**src/rtl/wdma_pkg.sv**
```systemverilog
package wdma_pkg;
   typedef enum logic [1:0] {
      ST_IDLE  = 2'd0,
      ST_FETCH = 2'd1,
      ST_STORE = 2'd2
   } wdma_state_t;
endpackage

```
**src/rtl/wdma_idx_ring.sv**
```systemverilog
// Word-aligned byte index that wraps at 2**AW; loaded from a scaled register.
module wdma_idx_ring #(
   parameter int REG_W = 16,
   parameter int AW    = 14,
   parameter int SHIFT = 0
) (
   input  logic             clk,
   input  logic             rst_n,
   input  logic             load,
   input  logic             step,
   input  logic [REG_W-1:0] reg_in,
   output logic [AW-1:0]    idx
);
   localparam int EXT_W = REG_W + SHIFT;

   logic [EXT_W-1:0] scaled;
   logic [AW-1:0]    load_v;
   logic [AW-1:0]    idx_q;

   assign scaled = EXT_W'(reg_in) << SHIFT;

   generate
      if (AW < 2) begin : g_bad_aw
         $error("wdma_idx_ring: AW must be at least 2");
      end
      if (EXT_W >= AW) begin : g_trunc
         assign load_v = {scaled[AW-1:1], 1'b0};
      end else begin : g_extend
         assign load_v = {{(AW-EXT_W){1'b0}}, scaled[EXT_W-1:1], 1'b0};
      end
   endgenerate

   always_ff @(posedge clk or negedge rst_n) begin
      if (!rst_n)    idx_q <= '0;
      else if (load) idx_q <= load_v;
      else if (step) idx_q <= idx_q + AW'(2);
   end

   assign idx = idx_q;
endmodule

```
**src/rtl/wdma_ctrl.sv**
```systemverilog
// Transfer sequencer: fetch one word, store it (honouring stall), repeat N times.
module wdma_ctrl
   import wdma_pkg::*;
#(
   parameter int CNT_W = 16
) (
   input  logic             clk,
   input  logic             rst_n,
   input  logic             start,
   input  logic [CNT_W-1:0] cnt,
   input  logic             stall,
   output wdma_state_t      state,
   output logic             accept,
   output logic             advance,
   output logic             done
);
   wdma_state_t      state_q, state_d;
   logic [CNT_W-1:0] left_q;
   logic             last_word;
   logic             zero_cnt;
   logic             done_q;

   assign accept    = (state_q == ST_IDLE) && start;
   assign advance   = (state_q == ST_STORE) && !stall;
   assign last_word = (left_q == CNT_W'(1));
   assign zero_cnt  = (cnt == '0);

   always_comb begin
      state_d = state_q;
      unique case (state_q)
         ST_IDLE:  if (accept && !zero_cnt) state_d = ST_FETCH;
         ST_FETCH: state_d = ST_STORE;
         ST_STORE: if (advance) state_d = last_word ? ST_IDLE : ST_FETCH;
         default:  state_d = ST_IDLE;
      endcase
   end

   always_ff @(posedge clk or negedge rst_n) begin
      if (!rst_n) begin
         state_q <= ST_IDLE;
         left_q  <= '0;
         done_q  <= 1'b0;
      end else begin
         state_q <= state_d;
         done_q  <= (accept && zero_cnt) || (advance && last_word);
         if (accept)       left_q <= cnt;
         else if (advance) left_q <= left_q - CNT_W'(1);
      end
   end

   assign state = state_q;
   assign done  = done_q;
endmodule

```
**src/rtl/wdma_bank_copy.sv**
```systemverilog
module wdma_bank_copy
   import wdma_pkg::*;
#(
   parameter int REG_W   = 16,
   parameter int CNT_W   = 16,
   parameter int DATA_W  = 16,
   parameter int SRC_AW  = 14,
   parameter int BANK_AW = 12,
   parameter int BANK_W  = 4,
   parameter int DST_SHIFT = 2,
   localparam int RAM_AW = BANK_W + BANK_AW
) (
   input  logic               clk,
   input  logic               rst_n,
   input  logic               start,
   input  logic [CNT_W-1:0]   word_cnt,
   input  logic [REG_W-1:0]   src_reg,
   input  logic [REG_W-1:0]   dst_reg,
   input  logic [BANK_W-1:0]  bank_sel,
   input  logic               stall,
   output logic               busy,
   output logic               done,
   output logic               reg_wb,
   output logic [REG_W-1:0]   src_reg_upd,
   output logic [REG_W-1:0]   dst_reg_upd,
   output logic               src_rd_en,
   output logic [SRC_AW-1:0]  src_rd_addr,
   input  logic [DATA_W-1:0]  src_rd_data,
   output logic               ram_wr_en,
   output logic [RAM_AW-1:0]  ram_wr_addr,
   output logic [DATA_W-1:0]  ram_wr_data
);
   generate
      if (DATA_W != 16) begin : g_bad_data
         $error("wdma_bank_copy: index step of 2 bytes assumes 16-bit words");
      end
      if (SRC_AW > REG_W) begin : g_bad_src
         $error("wdma_bank_copy: source register narrower than source index");
      end
   endgenerate

   wdma_state_t       state;
   logic              accept, advance;
   logic [SRC_AW-1:0] src_idx;
   logic [BANK_AW-1:0] dst_idx;
   logic [BANK_W-1:0] bank_q;
   logic              held_q;
   logic [DATA_W-1:0] word_q;
   logic [DATA_W-1:0] cur_word;
   logic              wb_q;
   logic [REG_W-1:0]  src_upd_q, dst_upd_q;
   logic [REG_W-1:0]  cnt_ext;

   wdma_ctrl #(.CNT_W(CNT_W)) u_ctrl (
      .clk    (clk),
      .rst_n  (rst_n),
      .start  (start),
      .cnt    (word_cnt),
      .stall  (stall),
      .state  (state),
      .accept (accept),
      .advance(advance),
      .done   (done)
   );

   wdma_idx_ring #(.REG_W(REG_W), .AW(SRC_AW), .SHIFT(0)) u_src_idx (
      .clk   (clk),
      .rst_n (rst_n),
      .load  (accept),
      .step  (advance),
      .reg_in(src_reg),
      .idx   (src_idx)
   );

   wdma_idx_ring #(.REG_W(REG_W), .AW(BANK_AW), .SHIFT(DST_SHIFT)) u_dst_idx (
      .clk   (clk),
      .rst_n (rst_n),
      .load  (accept),
      .step  (advance),
      .reg_in(dst_reg),
      .idx   (dst_idx)
   );

   assign cnt_ext  = REG_W'(word_cnt);
   assign cur_word = held_q ? word_q : src_rd_data;

   always_ff @(posedge clk or negedge rst_n) begin
      if (!rst_n) begin
         bank_q    <= '0;
         held_q    <= 1'b0;
         word_q    <= '0;
         wb_q      <= 1'b0;
         src_upd_q <= '0;
         dst_upd_q <= '0;
      end else begin
         wb_q <= accept;
         if (accept) begin
            bank_q    <= bank_sel;
            src_upd_q <= src_reg + (cnt_ext << 1);
            dst_upd_q <= dst_reg + REG_W'(word_cnt >> 1);
         end
         if (state == ST_FETCH) begin
            held_q <= 1'b0;
         end else if (state == ST_STORE && stall) begin
            held_q <= 1'b1;
            word_q <= cur_word;
         end
      end
   end

   assign busy        = (state != ST_IDLE);
   assign reg_wb      = wb_q;
   assign src_reg_upd = src_upd_q;
   assign dst_reg_upd = dst_upd_q;
   assign src_rd_en   = (state == ST_FETCH);
   assign src_rd_addr = src_idx;
   assign ram_wr_en   = advance;
   assign ram_wr_addr = {bank_q, dst_idx};
   assign ram_wr_data = cur_word;
endmodule

```
**config.mk**
```make
export PLATFORM = sky130hd
export DESIGN_NAME = wdma_bank_copy
export DESIGN_NICKNAME = d
export VERILOG_FILES = /design/src/rtl/wdma_pkg.sv /design/src/rtl/wdma_idx_ring.sv /design/src/rtl/wdma_ctrl.sv /design/src/rtl/wdma_bank_copy.sv
export SDC_FILE = /design/constraint.sdc
export NUM_CORES = 1
export LEC_CHECK = 0
export ABC_AREA = 0
export BUFFER_PORTS_ARGS = -buffer_cell sky130_fd_sc_hd__buf_2
export CAP_MARGIN = 10
export CORE_ASPECT_RATIO = 1.75
export CORE_UTILIZATION = 48
export CTS_CLUSTER_DIAMETER = 40
export DETAILED_ROUTE_END_ITERATION = 6
export GPL_TIMING_DRIVEN = 0
export PLACE_DENSITY = 0.84
export SYNTH_ARGS = -nofsm -noshare
export SYNTH_HDL_FRONTEND = slang
export SYNTH_SLANG_ARGS = --single-unit
```
**constraint.sdc**
```tcl
create_clock -name clk -period 1.7 [get_ports clk]
set_input_delay 0.085 -clock clk [delete_from_list [all_inputs] [get_ports clk]]
set_output_delay 0.085 -clock clk [all_outputs]
set_load 0.05 [all_outputs]
```
; After elaboration in Yosys (flattened, before gate mapping)
; Cells that the tools add are included.
[classes]
addsub = 5
n_eq_ne = 5
n_mux = 13
bitwise = 1
reduce_logical = 16
[ops]
columns = cell, n
row1 = 16-bit two-way mux, 3
row2 = 14-bit two-way mux, 2
row3 = 12-bit two-way mux, 2
row4 = 16-bit by 15-bit adder with 16-bit output, 1
row5 = 16-bit adder, 1
row6 = "16-bit by 1-bit == test with 1-bit output, second input constant", 1
row7 = 16-bit zero test, 1
row8 = "16-bit by 1-bit subtractor with 16-bit output, second input constant", 1
row9 = "14-bit by 2-bit adder with 14-bit output, second input constant", 1
row10 = "12-bit by 2-bit adder with 12-bit output, second input constant", 1
row11 = 1-bit logical AND, 6
row12 = 2-bit one-hot mux with 3 select lines, 1
row13 = 2-bit nonzero test, 3
row14 = 2-bit two-way mux, 2
row15 = 2-bit AND reduction, 2
row16 = 1-bit two-way mux, 3
row17 = "2-bit by 1-bit == test with 1-bit output, second input constant", 1
row18 = "2-bit == test, second input constant", 1
row19 = 1-bit zero test, 2
row20 = 2-bit zero test, 1
row21 = "2-bit by 1-bit != test with 1-bit output, second input constant", 1
row22 = "2-bit != test, second input constant", 1
row23 = 1-bit logical OR, 1
row24 = 1-bit inverter, 1
[totals]
reg_bits = 99
in_bits = 72
output_inout_bits = 83

; Logic depth before layout (Yosys ltp)
[depth]
word_depth = 5
mapped_depth = 8
depth_no_buf = 8

; Hierarchy
; Synthesis repeated with hierarchy kept, for this count alone.
[unflattened]
hier_cells = 638
area_unflattened_um2 = 6203.4
[modules_own_cells]
columns = module, instances, cells_each, area_per_inst_um2
row1 = wdma_bank_copy, 1, 368, 3716.1
row2 = wdma_ctrl, 1, 119, 1086.0
row3 = wdma_idx_ring at u_src_idx, 1, 83, 763.2
row4 = wdma_idx_ring at u_dst_idx, 1, 68, 638.1

; Worst setup path before layout
; No wires, ideal clock.
[synth_path]
path_kind = input -> register
from = input port word_cnt[1]
to = register dst_upd_q[12], in the netlist dst_reg_upd[12]
arrival_time_ps = 1766
t_required_ps = 1567
slack_ps = -200
path_stages = 8
path_buffers = 0
cell_sequence = ha_1 -> fa_1 -> a21o_1 -> a211oi_1 -> o211ai_1 -> a31oi_1 -> xor2_1 -> o21ai_0
[synth_between]
elab_chain_len = 1
[synth_lines]
columns = element, line_no
row1 = "start, declared", wdma_bank_copy.sv:16  ; input logic [CNT_W-1:0] word_cnt,
row2 = 16-bit by 15-bit adder with 16-bit output, wdma_bank_copy.sv:100  ; dst_upd_q <= dst_reg + REG_W'(word_cnt >> 1);
row3 = "end signal, assigned", wdma_bank_copy.sv:100
row4 = "end, declared", wdma_bank_copy.sv:51  ; logic [REG_W-1:0] src_upd_q, dst_upd_q;
; No other way between the ends.
; A chain may end at the register's enable or synchronous reset.

; Worst setup path in the final report
[layout_path]
from = register u_ctrl.state_q[0], in the netlist u_ctrl.state[0]
to = register u_dst_idx.idx_q[6], in the netlist u_dst_idx.idx[6]
[layout_between]
elab_chain_len = 3
word_cells_on_any_way = 6
[layout_lines]
columns = element, line_no
row1 = "start, declared", wdma_ctrl.sv:17  ; wdma_state_t state_q, state_d;
row2 = "start signal, assigned", wdma_ctrl.sv:44  ; state_q <= state_d;
row3 = 2-bit == test / 2-bit zero test (equally long branches), "wdma_ctrl.sv:24, wdma_ctrl.sv:23"
row4 = "1-bit logical AND, on equally long branches", "wdma_ctrl.sv:24, wdma_ctrl.sv:23"
row5 = 2-bit nonzero test (no line) / 12-bit two-way mux (equally long branches), --
row6 = "end signal, assigned", wdma_idx_ring.sv:35  ; else if (load) idx_q <= load_v;
row7 = "end signal, assigned", wdma_idx_ring.sv:36  ; else if (step) idx_q <= idx_q + AW'(2);
row8 = "end, declared", wdma_idx_ring.sv:18  ; logic [AW-1:0] idx_q;
; Parallel ways exist; a longest one is shown, timed or not.

==> impl_metrics.csv <==
group,metric,value,unit
yosys,synth_commonest_cells,"nand2_1 (106), dfrtp_1 (97), o21ai_0 (63)",
yosys,async_flop_share,1.000,
power_and_ir_drop,irDropWorstVdd,0.0008367,V
yosys,synth_edf_count,0,
yosys,synth_area_leader_cell,"dfrtp_1",
worst_setup_path,cp_max_fo,7,
clock_network,cts_tree,"done",
worst_setup_path,endpoint,"u_dst_idx.idx[6]",
floorplanning,design.die.area,0.01264,mm²
yosys,synth_xor_area_frac,0.05996,
global_route,grt_overflow,0,
yosys,synth_top_family_by_area,"simple AND/OR/NAND/NOR gates",
worst_setup_path,reg2reg_depth,5,
worst_setup_path,reg2reg_from,"u_ctrl.state[0]",
yosys,ys_warn_count,0,
yosys,ys.flop_type,"dfrtp_1",
global_route,antenna_found_initial,2,
floorplanning,chipHeight,148.0,µm
sta,setup_slack,-0.2033,ns
finish,area_delta_synth_final,35.01,%
yosys,synth-simple-area-share,0.1777,
worst_setup_path,critPathRequiredTime,1.94,ns
yosys,syn-instance-count,632,
sta,rsz0062_at_grt,"true",
clock_network,clock_sinks,97,
sta,hold_violations,0,
job,max_cap_violations,0,
floorplanning,die_w,85.41,µm
yosys,yosysMostFrequentCell,"nand2_1",
yosys,ys_ff_latch,97,
yosys,synthMuxAreaShare,0.06338,
worst_setup_path,end_kind,"register",
worst_setup_path,startpoint,"u_ctrl.state[0]",
yosys,synth.avg_cell_area,9.245,µm²
yosys,synth_cell_type_count,59,
placed_design,port_buffers,152,
global_route,grt_max_degree,64,
yosys,synthTopCellsByArea,"dfrtp_1 (42%), ha_1 (7.1%), nand2_1 (6.8%)",
sta,setup_violations,20,
yosys,synth-seq-area-share,0.4154,
sta,worstMarginPinSlew,0.5081,ns
finish,num-nets-final,949,
routing,routedWlPerCell,19.53,µm
worst_setup_path,critical_path_class,"reg2reg",
worst_setup_path,crit_arrival,2.14,ns
clock_network,htree_levels,3,
routing,vias,5967,
global_route,grt_first_pass_wirelength,28470,µm
outcome,outcome,"finished, violations left",
worst_setup_path,startpoint_type,"register",
clock_network,insertion_delay,0.35,ns
finish,drive_gt1_frac,0.3613,
clock_network,clock_path_buffers,2,
clock_network,clk_pin_slew_worst_paths,0.07,ns
placed_design,place_congestion,0.9201,
yosys,synth_top_cell_area_share,0.4154,
routing,first_pass_iters,7,
sta,fin_skew,0.009851,ns
floorplanning,ios,155,
floorplanning,rows,53,
floorplanning,fp.coreArea,0.01194,mm²
placed_design,dp_hpwl,13040,µm
outcome,violations,"negative setup slack",
sta,tns,-1.285,ns
sta,finalCritPeriodShare,1.120,
placed_design,pre_cts_ws,-0.4912,ns
routing,vias_per_cell,6.052,
yosys,synth_fa_ha_area_frac,0.07752,
routing,ant_nets,0,
global_route,first_global_vias,5989,
power_and_ir_drop,p_per_area,1904,mW/mm²
worst_hold_path,hold_class,"in2reg",
sta,maxSlewHeadroom,0.6613,
power_and_ir_drop,cellLeakagePower,3.714,nW
worst_setup_path,reg2reg_slack,-0.20,ns
worst_setup_path,r2r-end,"u_dst_idx.idx[6]",
yosys,syn-cell-area,0.005843,mm²
sta,period_minus_slack,1.903,ns
sta,maxSlewViolCount,0,
sta,fmax,0.5254,GHz
global_route,grt_usage,0.2908,
floorplanning,initial_utilization,0.4895,
routing,routed_wl,19260,µm
clock_network,numCtsBuffers,9,
routing,drc,0,
yosys,synth-compound-area-share,0.1754,
clock_network,clockRootBuffer,"clkbuf_16",
routing,drtIter0Drc,509,
==> cells in the final DEF, fill, tap and decap left out, types with 25 or more instances in the layout <==
cell	n
nand2_1	103
dfrtp_1	92
a21oi_1	33
xor2_1	25
nor2_1	26
buf_4	34
mux2_2	32
o21ai_0	47
ha_1	25
buf_2	148
==> cell type report <==
class / instances / area [µm²]
diodes: 2 / 5.005
plain buffers: 23 / 150.1
clock buffers: 10 / 239.0
clock inverters: 6 / 65.06
fillers: 900 / 4048
inverters: 17 / 71.32
multi-input cells: 494 / 3520
flip-flops and latches: 97 / 2434
well taps: 137 / 171.4
repair buffers: 200 / 1234
==> routing by layer <==
metal,share of wire,wire [µm],track usage,vias to the layer above
met5,0,0,0,-
met4,0.082,1583,0.2375,0
met3,0.066,1269,0.06086,134
met2,0.51,9751,0.5052,347
met1,0.35,6654,0.2945,2800
li1,-,-,-,2686
==> stage by stage <==
| step | util | power [mW] | hold WS, ns | area, µm² | instances |
|---|---|---|---|---|---|
| 2_1_floorplan | - | 10.05 | -0.2106 | 5878 | 633 |
| 3_3_place_gp | 0.5705 | 11.83 | 0.2811 | 6810 | 922 |
| 3_5_place_dp | 0.5731 | 12.02 | 0.07414 | 6840 | 923 |
| 4_1_cts | 0.6360 | 14.49 | 0.0005794 | 7591 | 970 |
| 5_1_grt | 0.6609 | 15.77 | 0.02710 | 7889 | 986 |
| 6_report | 0.6609 | 15.02 | 0.01219 | 7889 | 986 |
==> worst max-delay path, cell delays in order, from the launching register on <==
cell     delay (ns)
dfrtp_1        0.41
or3b_4         0.48
nor2_2         0.26
nand3_1        0.16
xor2_1         0.20
o21ai_0        0.27
==> logic make-up (layout without fill, tap and decap cells) <==
group	count (synthesis)	after routing
and+or+nand+nor	218	218
adders and majority gates	35	35
other	1	4
DFF	97	97
xor gates and xnor gates	40	40
muxes	33	33
AOI/OAI and AO/OA	166	166
buffers and inverters	42	256
==> flip-flops by register name, summed over array words and instances, names as in the netlist <==
name,flops
u_src_idx.idx,13
bank_q,4
u_ctrl.left_q,16
dst_reg_upd,16
u_ctrl.done,1
reg_wb,1
word_q,16
u_ctrl.state,2
src_reg_upd,16
u_dst_idx.idx,11
held_q,1
==> timing repair <==
item	CTS	global route
endpoints found under the hold margin	53	0
gates resized for setup	55	58
setup buffers	11	16
hold buffers	20	0
setup endpoints to repair	93	84
pin swaps	12	26
gates cloned	0	0
==> worst min-delay path by stage <==
stage                             from           endpoint  slack [ns]  cells past startpoint
after floorplan                  rst_n          bank_q[0]       -0.21                      0
after global placement     bank_sel[3]          bank_q[3]        0.28                      3
after detailed placement         rst_n          word_q[0]        0.07                      1
after CTS                   dst_reg[9]  u_dst_idx.idx[11]      0.0006                      3
after global routing      word_cnt[12]  u_ctrl.left_q[12]        0.03                      2
final                     word_cnt[12]  u_ctrl.left_q[12]        0.01                      2
==> power by group <==
group	switching (mW)	internal, mW
registers	0.975	3.42
clock network	0.922	1.18
logic	5.96	2.55
Note: power is estimated with default switching activity, not from simulation.
